$ cat src/rtl/sfb_pkg.sv
package sfb_pkg;

   // per-stage control bits carried beside each instruction
   typedef struct packed {
      logic valid;   // slot holds an instruction
      logic sfb;     // slot holds the tracked short branch
      logic tag;     // slot is in the tracked shadow
      logic wb;      // register write enable
      logic mw;      // memory write enable
   } slot_t;

endpackage

$ cat src/rtl/sfb_classify.sv
module sfb_classify #(
   parameter int OFF_W    = 12,
   parameter int MAX_SKIP = 1,
   parameter int CNT_W    = 1
) (
   input  logic             in_valid_i,
   input  logic             in_branch_i,
   input  logic [OFF_W-1:0] in_offset_i,
   output logic             short_o,
   output logic [CNT_W-1:0] skip_o
);

   localparam logic signed [OFF_W-1:0] LO_LIM = OFF_W'(2);
   localparam logic signed [OFF_W-1:0] HI_LIM = OFF_W'(MAX_SKIP + 1);

   logic signed [OFF_W-1:0] off_s;
   logic [OFF_W-1:0]        skip_full;

   assign off_s     = $signed(in_offset_i);
   assign skip_full = in_offset_i - OFF_W'(1);
   assign short_o   = in_valid_i && in_branch_i && (off_s >= LO_LIM) && (off_s <= HI_LIM);
   assign skip_o    = skip_full[CNT_W-1:0];

endmodule

$ cat src/rtl/sfb_tracker.sv
module sfb_tracker #(
   parameter int CNT_W = 1
) (
   input  logic             clk,
   input  logic             rst_n,
   input  logic             flush_i,
   input  logic             in_valid_i,
   input  logic             short_i,
   input  logic [CNT_W-1:0] skip_i,
   input  logic             res_due_i,
   input  logic             res_taken_i,
   output logic             accept_o,
   output logic             tag_o,
   output logic             drop_o,
   output logic             busy_o
);

   logic             trk_q;
   logic             drop_q;
   logic [CNT_W-1:0] cnt_q;
   logic [CNT_W-1:0] cnt_after;
   logic             shadow_open;

   assign shadow_open = (cnt_q != '0);
   assign busy_o      = trk_q || shadow_open;
   assign accept_o    = short_i && !busy_o && !flush_i;
   assign tag_o       = in_valid_i && shadow_open;
   assign drop_o      = tag_o && (drop_q || (res_due_i && res_taken_i));
   assign cnt_after   = tag_o ? cnt_q - CNT_W'(1) : cnt_q;

   always_ff @(posedge clk) begin
      if (!rst_n || flush_i) begin
         trk_q  <= 1'b0;
         drop_q <= 1'b0;
         cnt_q  <= '0;
      end else if (accept_o) begin
         trk_q  <= 1'b1;
         drop_q <= 1'b0;
         cnt_q  <= skip_i;
      end else begin
         if (res_due_i) trk_q <= 1'b0;
         if (res_due_i && !res_taken_i) begin
            cnt_q  <= '0;
            drop_q <= 1'b0;
         end else if (res_due_i) begin
            cnt_q  <= cnt_after;
            drop_q <= (cnt_after != '0);
         end else begin
            cnt_q <= cnt_after;
            if (cnt_after == '0) drop_q <= 1'b0;
         end
      end
   end

   // an accepted branch makes the unit busy in the next cycle
   a_r6_busy_after_accept: assert property (@(posedge clk) disable iff (!rst_n || flush_i)
      accept_o |=> busy_o);

endmodule

$ cat src/rtl/sfb_stage_pipe.sv
module sfb_stage_pipe
   import sfb_pkg::*;
#(
   parameter int NSTAGES  = 8,
   parameter int ID_W     = 8,
   parameter int MAX_SKIP = 1
) (
   input  logic              clk,
   input  logic              rst_n,
   input  logic              flush_i,
   input  slot_t             ent_i,
   input  logic [ID_W-1:0]   ent_id_i,
   input  logic              res_taken_i,
   output logic              res_due_o,
   output logic [NSTAGES-1:0] kill_o,
   output slot_t             last_o,
   output logic [ID_W-1:0]   last_id_o
);

   localparam int LAST = NSTAGES - 1;

   slot_t             st  [NSTAGES];
   logic [ID_W-1:0]   sid [NSTAGES];
   logic [NSTAGES-1:0] sfb_vec;
   logic              kill_en;

   assign res_due_o = st[LAST].valid && st[LAST].sfb;
   assign kill_en   = res_due_o && res_taken_i && !flush_i;
   assign last_o    = st[LAST];
   assign last_id_o = sid[LAST];

   for (genvar s = 0; s < NSTAGES; s++) begin : g_stage
      assign kill_o[s]  = kill_en && st[s].valid && st[s].tag;
      assign sfb_vec[s] = st[s].valid && st[s].sfb;

      if (s == 0) begin : g_head
         always_ff @(posedge clk) begin
            if (!rst_n || flush_i) begin
               st[s]  <= '0;
               sid[s] <= '0;
            end else begin
               st[s]  <= ent_i;
               sid[s] <= ent_id_i;
            end
         end
      end else begin : g_body
         always_ff @(posedge clk) begin
            if (!rst_n || flush_i) begin
               st[s]  <= '0;
               sid[s] <= '0;
            end else begin
               st[s]    <= st[s-1];
               st[s].wb <= st[s-1].wb && !kill_o[s-1];
               st[s].mw <= st[s-1].mw && !kill_o[s-1];
               sid[s]   <= sid[s-1];
            end
         end

         // a killed slot carries no write enable one stage later
         a_r7_killed_is_nop: assert property (@(posedge clk) disable iff (!rst_n || flush_i)
            kill_o[s-1] |=> (!st[s].wb && !st[s].mw));
      end
   end

   // never more than one tracked branch in flight
   a_r5_one_tracked: assert property (@(posedge clk) disable iff (!rst_n)
      $countones(sfb_vec) <= 1);

   // the kill mask never covers more than the longest shadow
   a_r3_kill_bounded: assert property (@(posedge clk) disable iff (!rst_n)
      $countones(kill_o) <= MAX_SKIP);

endmodule

$ cat src/rtl/sfb_nullify_unit.sv
module sfb_nullify_unit
   import sfb_pkg::*;
#(
   parameter int NSTAGES  = 8,
   parameter int MAX_SKIP = 1,
   parameter int OFF_W    = 12,
   parameter int ID_W     = 8
) (
   input  logic               clk,
   input  logic               rst_n,
   input  logic               flush_i,
   input  logic               in_valid_i,
   input  logic               in_branch_i,
   input  logic [OFF_W-1:0]   in_offset_i,
   input  logic               in_wb_i,
   input  logic               in_mw_i,
   input  logic [ID_W-1:0]    in_id_i,
   input  logic               res_taken_i,
   output logic               pred_req_o,
   output logic               busy_o,
   output logic               res_due_o,
   output logic [NSTAGES-1:0] kill_o,
   output logic               ret_valid_o,
   output logic [ID_W-1:0]    ret_id_o,
   output logic               ret_wb_o,
   output logic               ret_mw_o
);

   localparam int CNT_W = (MAX_SKIP < 2) ? 1 : $clog2(MAX_SKIP + 1);

   if (NSTAGES < 3) begin : g_bad_depth
      $error("NSTAGES must be at least 3");
   end
   if (MAX_SKIP < 1 || MAX_SKIP > NSTAGES - 2) begin : g_bad_skip
      $error("MAX_SKIP must lie in 1..NSTAGES-2");
   end
   if (OFF_W < 3 || (MAX_SKIP + 1) >= (1 << (OFF_W - 1))) begin : g_bad_off
      $error("OFF_W too narrow for MAX_SKIP");
   end

   logic             is_short;
   logic [CNT_W-1:0] skip;
   logic             accept, tag_in, drop_in;
   slot_t            ent, last;
   logic [ID_W-1:0]  last_id;

   sfb_classify #(.OFF_W(OFF_W), .MAX_SKIP(MAX_SKIP), .CNT_W(CNT_W)) u_cls (
      .in_valid_i (in_valid_i),
      .in_branch_i(in_branch_i),
      .in_offset_i(in_offset_i),
      .short_o    (is_short),
      .skip_o     (skip)
   );

   sfb_tracker #(.CNT_W(CNT_W)) u_trk (
      .clk        (clk),
      .rst_n      (rst_n),
      .flush_i    (flush_i),
      .in_valid_i (in_valid_i),
      .short_i    (is_short),
      .skip_i     (skip),
      .res_due_i  (res_due_o),
      .res_taken_i(res_taken_i),
      .accept_o   (accept),
      .tag_o      (tag_in),
      .drop_o     (drop_in),
      .busy_o     (busy_o)
   );

   always_comb begin
      ent.valid = in_valid_i && !flush_i;
      ent.sfb   = accept;
      ent.tag   = tag_in;
      ent.wb    = in_wb_i && !drop_in;
      ent.mw    = in_mw_i && !drop_in;
   end

   sfb_stage_pipe #(.NSTAGES(NSTAGES), .ID_W(ID_W), .MAX_SKIP(MAX_SKIP)) u_pipe (
      .clk        (clk),
      .rst_n      (rst_n),
      .flush_i    (flush_i),
      .ent_i      (ent),
      .ent_id_i   (in_id_i),
      .res_taken_i(res_taken_i),
      .res_due_o  (res_due_o),
      .kill_o     (kill_o),
      .last_o     (last),
      .last_id_o  (last_id)
   );

   assign pred_req_o  = in_valid_i && in_branch_i && !(is_short && !busy_o);
   assign ret_valid_o = last.valid && !flush_i;
   assign ret_id_o    = last_id;
   assign ret_wb_o    = last.wb;
   assign ret_mw_o    = last.mw;

   // kill bits appear only at a taken resolution without flush
   a_r4_kill_on_taken: assert property (@(posedge clk) disable iff (!rst_n)
      (kill_o != '0) |-> (res_due_o && res_taken_i && !flush_i));

   // a flush leaves the unit idle and empty
   a_r8_flush_empties: assert property (@(posedge clk) disable iff (!rst_n)
      flush_i |=> (!busy_o && !res_due_o && !last.valid));

   // an accepted branch never goes to the predictor
   a_r2_accept_no_req: assert property (@(posedge clk) disable iff (!rst_n)
      accept |-> !pred_req_o);

endmodule

$ cat config.mk
export PLATFORM = sky130hd
export DESIGN_NAME = sfb_nullify_unit
export DESIGN_NICKNAME = d
export VERILOG_FILES = /design/src/rtl/sfb_pkg.sv /design/src/rtl/sfb_classify.sv /design/src/rtl/sfb_tracker.sv /design/src/rtl/sfb_stage_pipe.sv /design/src/rtl/sfb_nullify_unit.sv
export SDC_FILE = /design/constraint.sdc
export NUM_CORES = 1
export LEC_CHECK = 0
export BUFFER_PORTS_ARGS = -buffer_cell sky130_fd_sc_hd__buf_4
export CORE_AREA = 2 2 68 118
export DETAILED_ROUTE_END_ITERATION = 8
export DIE_AREA = 0 0 70 120
export GPL_TIMING_DRIVEN = 1
export PLACE_DENSITY = 0.64
export SLEW_MARGIN = 20
export SYNTH_ARGS = -nofsm -noshare
export SYNTH_HDL_FRONTEND = slang
export SYNTH_SLANG_ARGS = --single-unit
$ cat constraint.sdc
create_clock -name clk -period 1.4 [get_ports clk]
set_input_delay 0 -clock clk [delete_from_list [all_inputs] [get_ports clk]]
set_output_delay 0 -clock clk [all_outputs]
set_load 0.005 [all_outputs]
==> results.txt, run 1 <==
power density over the cells - 1340 nW/um^2
Die Area - 8400 um^2
Routed WL - 4410 um
share of layout cells above drive strength 1 - 29.4%
Yosys top cell by area - dfxtp_1
die span in y - 120 um
Area Growth Syn to Fin - 28.4%
Worst-Margin Slew - 0.418 ns
Post-synth top flop - dfxtp_1
GRT Overall Usage - 11.5%
vias in the first global route - 1,805
critical path peak fanout - 2
CP required - 1.40 ns
YS warnings - 0
Residual DRC - 0
max cap viols - 0
Hold Path Class - primary input to flop
Routed wire per std cell - 10.4 um
Async S/R FF share, synth - 0%
most used cells in the layout excluding fill and tap cells - 104 x dfxtp_1, 86 x and2_1, 51 x buf_4
post-route ant nets - 0
clk root buf - clkbuf_16
Placed Cells incl. Taps - 390
first-pass GRT wire length - 7280 um
relative slew slack - 72.1%
Nets - 360
fillers - 651
fmax - 0.730 GHz
hold slack - 0.0644 ns
CTS buffer count - 9
Synth Instances - 270
status - completed
Post-Syn Nets - 298
Port Buffers - 49
Worst VDD drop - 0.000878 V
initial drt markers - 86
Finish-stage setup viols - 0
WP data arrival - 1.37 ns
clock buffer depth - 2
largest net degree at the start of global routing - 65
register bit total from synthesis - 107
EDFF count, synth - 0
H-tree depth - 3
via count - 1,862
Pleak - 1.88 nW
Avg Synthesized Cell Area - 12.0 um^2
# rows - 42
top post-synthesis cells by area - dfxtp_1 66%, and2_1 17%, and3_1 3.1%, nand3_2 2.2%, buf_4 2.1%
DR pass1 iterations - 4
Reg clk slew, reported paths - 0.07 ns
commonest non-fill, non-tap cell in the layout - dfxtp_1
register area share after synthesis - 66.3%
Antenna Cells - 0
Initial Util - 43.3%
initial antenna violation count - 0
Setup Skew - 0.00605 ns
Tmin final - 1.37 ns
Mapped Area - 3230 um^2
Synth top area share - 66.3%
HPWL after detailed placement - 2780 um
final core area utilization - 55.6%
Netlist cell types - 25
TritonCTS Sinks - 107
CTS tree - done
critical path capture point type - output pin
critical path class - flop to output pin
clk_lat worst skew - 0.34 ns
Fin. Hold Viols - 0
routability cong. - 0.720
RSZ-0062 raised after global routing - yes
DR vias/cell - 4.38
final cell count without fillers - 425
Worst setup SP type - flop
fin. max-slew vios - 0
final period utilization - 97.9%
I/O Pins - 50
CORE AREA - 7460 um^2
reg2reg path depth - 4
Die Width - 70 um
setup TNS - 0 ns
WHS Path Cells - 4
global route overflow - 0
==> what timing repair did <==
item / 4_1_cts / 5_1_grt
endpoints found under the setup margin: 9 / 9
gates resized for setup: 4 / 17
pin swaps: 2 / 6
endpoints found under the hold margin: 16 / 0
buffers inserted: 3 / 3
hold buffers: 13 / 0
==> final timing paths <==
kind	from	endpoint	slack (ns)
setup reg to reg	u_pipe.st[3][9]	u_pipe.st[3][5]	0.13
hold reg to reg	u_pipe.sid[1][15]	u_pipe.sid[1][23]	0.42
hold / removal	flush_i	u_trk.trk_q	0.06
setup / recovery	u_trk.cnt_q	pred_req_o	0.03
==> registers in the layout (all words and copies together), names as in the netlist <==
| signal | cells |
|---|---|
| u_trk.drop_q | 1 |
| u_pipe.st | 40 |
| u_trk.trk_q | 1 |
| u_trk.cnt_q | 1 |
| u_pipe.sid | 64 |
==> per-stage QoR <==
step                power (mW)  area (um^2)  setup slack [ns]
detailed placement        3.29         3630            0.0927
CTS                       5.65         4070           0.00320
finish                    5.56         4150            0.0292
floorplan                 3.19         3230             0.363
global placement          3.28         3630             0.147
global route              5.78         4150           -0.0359
==> metal layers <==
| metal | vias to the layer above | wire length (um) | global-route usage, % |
|---|---|---|---|
| li1 | 961 | - | - |
| met2 | 47 | 2330 | 20.4 |
| met3 | 11 | 207 | 3.11 |
| met4 | 0 | 187 | 9.74 |
| met1 | 843 | 1690 | 10.5 |
| met5 | - | 0 | 0 |
==> cells by family (layout without fill, tap and decap cells) <==
kind of cell           count (synthesis)  after routing  share of synthesized area (%)
AND/OR/NAND/NOR                      126            126                           27.3
multiplexers                           1              1                          0.349
buffers and inverters                 31             98                           5.08
AO/OA/AOI/OAI                          5              5                          0.930
flip-flops                           107            107                           66.3
==> Yosys cell counts, drive strengths merged, types with 2 or more instances <==
master	count
dfxtp	107
and2	87
and3	16
inv	11
buf	10
clkbuf	10
nand3	9
nor2	3
o21ai	3
nand2	2
nor4	2
==> power breakdown <==
group          total (mW)  internal, mW  leakage (nW)  switching, mW
Clock                2.32          1.26         0.136           1.06
Sequential           3.07          3.06         0.865        0.00445
Combinational       0.179         0.108         0.882         0.0711
Total                5.57          4.43          1.88           1.13
==> critical path: stages (launching register included) <==
cell and delay [ns]:
dfxtp_2 0.32, or2_1 0.24, nand4b_4 0.18, and3_4 0.18, buf_6 0.11
==> cell type report <==
| cell class | instances | area, um^2 | share of cell area, % |
|---|---|---|---|
| timing repair buffer | 71 | 609 | 14.7 |
| clock inverter | 5 | 35.0 | 0.845 |
| multi-input combinational | 132 | 962 | 23.2 |
| inverter | 11 | 41.3 | 0.996 |
| sequential | 107 | 2150 | 51.8 |
| tap | 88 | 110 | 2.66 |
| clock buffer | 11 | 243 | 5.85 |
Power figures use the tool's default switching activity.
==> run 2, diff against run 1 <==
--- a/config.mk
+++ b/config.mk
@@ -6,11 +6,11 @@
 export NUM_CORES = 1
 export LEC_CHECK = 0
 export BUFFER_PORTS_ARGS = -buffer_cell sky130_fd_sc_hd__buf_4
-export CORE_AREA = 2 2 68 118
+export CORE_AREA = 2 2 113 71
 export DETAILED_ROUTE_END_ITERATION = 8
-export DIE_AREA = 0 0 70 120
+export DIE_AREA = 0 0 115 73
 export GPL_TIMING_DRIVEN = 1
-export PLACE_DENSITY = 0.64
+export PLACE_DENSITY = 0.67
 export SLEW_MARGIN = 20
 export SYNTH_ARGS = -nofsm -noshare
 export SYNTH_HDL_FRONTEND = slang
==> constraint.sdc (replaced) <==
create_clock -name clk -period 1.1 [get_ports clk]
set_input_delay 0 -clock clk [delete_from_list [all_inputs] [get_ports clk]]
set_output_delay 0 -clock clk [all_outputs]
set_load 0.005 [all_outputs]
==> run 2 against run 1 <==
Worst setup slack got worse by 0.27 ns. The flow now finishes with violations (negative setup slack). Register-to-register slack got worse by 0.24 ns. Sequential share of layout area decreased by 2.3 points. Flip-flop and latch count unchanged. Worst hold slack got worse by 0.048 ns. Highest routed layer unchanged. Clock power increased by 22%. Combinational power increased by 26%. Final cell count increased by 2.4%. Critical path type unchanged.
==> results.txt, run 2 (synthesized netlist as in run 1, its figures left out) <==
global route overflow - 0 (unchanged)
register share of total power - 56.2% (+1.1 points)
Reg clk slew, reported paths - 0.06 ns (about the same)
Sw Share - 19.2% (-1.2 points)
Finish-stage setup viols - 19 (+19)
GRT Overall Usage - 11.0% (-0.50 points)
Design Area, Final - 4340 um^2 (+4.6%)
WP data arrival - 1.34 ns (-0.03 ns)
Area Growth Syn to Fin - 34.3%
commonest non-fill, non-tap cell in the layout - dfxtp_1
die span in y - 73 um (-39%)
fmax - 0.748 GHz
Setup Skew - 0.00491 ns (-0.00115 ns)
# rows - 25 (-40%)
overall power - 6.96 mW (+25%)
critical path class - flop to output pin
critical path capture point type - output pin
Pleak - 1.91 nW (+1.2%)
initial drt markers - 68 (-21%)
initial antenna violation count - 0 (unchanged)
Port Buffers - 49 (unchanged)
routability cong. - 0.730 (+1.5%)
Worst setup SP type - flop
Top Registers - u_pipe.sid x64, u_pipe.st x40
violated checks - negative setup slack
relative slew slack - 82.7% (+11 points)
CTS tree - done
post-route ant nets - 0 (unchanged)
power density over the cells - 1600 nW/um^2 (+20%)
Pint - 5.62 mW (+27%)
via count - 1,763 (-5.3%)
clock buffer depth - 2 (unchanged)
setup TNS - -2.67 ns (-2.67 ns)
clk root buf - clkbuf_16
RSZ-0062 raised after global routing - yes
P_sw - 1.33 mW (+18%)
Nets - 364 (+1.1%)
setup ws final - -0.237 ns (-0.266 ns)
DR pass1 iterations - 2 (-2)
Cell Area, Placed - 3670 um^2 (+0.96%)
final period utilization - 122%
Worst-Margin Slew - 0.257 ns (-0.161 ns)
Residual DRC - 0 (unchanged)
Worst VDD drop - 0.000849 V (-3.3%)
Initial Util - 43.0% (-0.26 points)
clk_lat worst skew - 0.33 ns (about the same)
H-tree depth - 3 (unchanged)
max cap viols - 0 (unchanged)
TritonCTS Sinks - 107 (unchanged)
Routed WL - 4160 um (-5.6%)
Die Area - 8400 um^2 (about the same)
Routed wire per std cell - 9.57 um (-7.7%)
Antenna Cells - 0 (unchanged)
first-pass GRT wire length - 6880 um (-5.5%)
Fin. Hold Viols - 0 (unchanged)
clock network power share - 40.6% (-1.1 points)
CP required - 1.10 ns (-0.30 ns)
CTS buffer count - 9 (unchanged)
Die Width - 115 um (+64%)
Tmin final - 1.34 ns
fin. max-slew vios - 0 (unchanged)
critical path peak fanout - 2 (unchanged)
DR vias/cell - 4.05 (-7.5%)
I/O Pins - 50 (unchanged)
Largest Register - u_pipe.sid
Hold Path Class - primary input to flop
max FFs per register - 64 (unchanged)
vias in the first global route - 1,662 (-7.9%)
largest net degree at the start of global routing - 59 (-9.2%)
status - finished with violations
share of layout cells above drive strength 1 - 34.9% (+5.5 points)
Comb power frac - 3.2% (about the same)
most used cells in the layout excluding fill and tap cells - 104 x dfxtp_1, 86 x and2_1, 41 x buf_4
CORE AREA - 7510 um^2 (+0.60%)
## run 2: cell count changes in the layout (fill, tap and decap cells not counted), sizes merged
cell	previous run	this run
dlygate4sd3	13	12
inv	13	11
buf	58	63
clkbuf	11	12
clkinv	2	3
## run 2: power groups by stage
stage	sequential, mW	clock [mW]	combinational [mW]
after floorplan	3.99	0	0.0749
after global placement	3.99	0	0.181
after global routing	3.91	3.06	0.249
after CTS	3.91	2.91	0.224
final	3.91	2.83	0.225
after detailed placement	3.99	0	0.187
## run 2: repair_timing
action                                  CTS  global route
pin swaps                                13             7
resized for setup                        37            18
endpoints found under the setup margin   23            29
buffers inserted                          7             2
endpoints found under the hold margin    15             0
hold buffers                             12             0
## run 2: stage by stage
| stage | worst slack (ns) | instances | hold slack, ns | utilization (%) |
|---|---|---|---|---|
| 4_1_cts | -0.249 | 433 | 0.00483 | 56.6 |
| 2_1_floorplan | 0.0631 | 270 | 0.112 | - |
| 6_report | -0.237 | 435 | 0.0162 | 57.8 |
| 5_1_grt | -0.280 | 435 | 0.0249 | 57.8 |
| 3_3_place_gp | 0.0309 | 398 | 0.205 | 48.9 |
| 3_5_place_dp | -0.0281 | 398 | 0.206 | 48.9 |
## run 2: final cells by class
cell class	instances	area (um^2)
clock buffers	12	246
inverters	11	41.3
flip-flops and latches	107	2150
well taps	94	118
fillers	659	3170
repair buffers	75	702
clock inverters	4	26.3
multi-input cells	132	1060
## run 2: layer usage
layer | track usage (%) | part of all wire, % | up-vias
li1 | - | - | 969
met1 | 10.9 | 44 | 737
met5 | 0 | 0 | -
met4 | 6.02 | 1.9 | 0
met2 | 19.5 | 47 | 49
met3 | 4.82 | 6.7 | 8
## run 2: critical path: stages, from the launching register on
cell and delay [ns]:
dfxtp_2 0.32, or2_4 0.25, nand4b_4 0.17, and3_4 0.17, buf_6 0.11
## run 2: final timing paths
kind / startpoint / to / slack, ns / depth (start not counted)
max: u_trk.cnt_q / pred_req_o / -0.24 / 4
min: res_taken_i / u_trk.cnt_q / 0.02 / 3
max reg2reg: u_pipe.st[3][9] / u_pipe.st[1][1] / -0.11 / 5
min reg2reg: u_pipe.sid[1][15] / u_pipe.sid[1][23] / 0.42 / 1
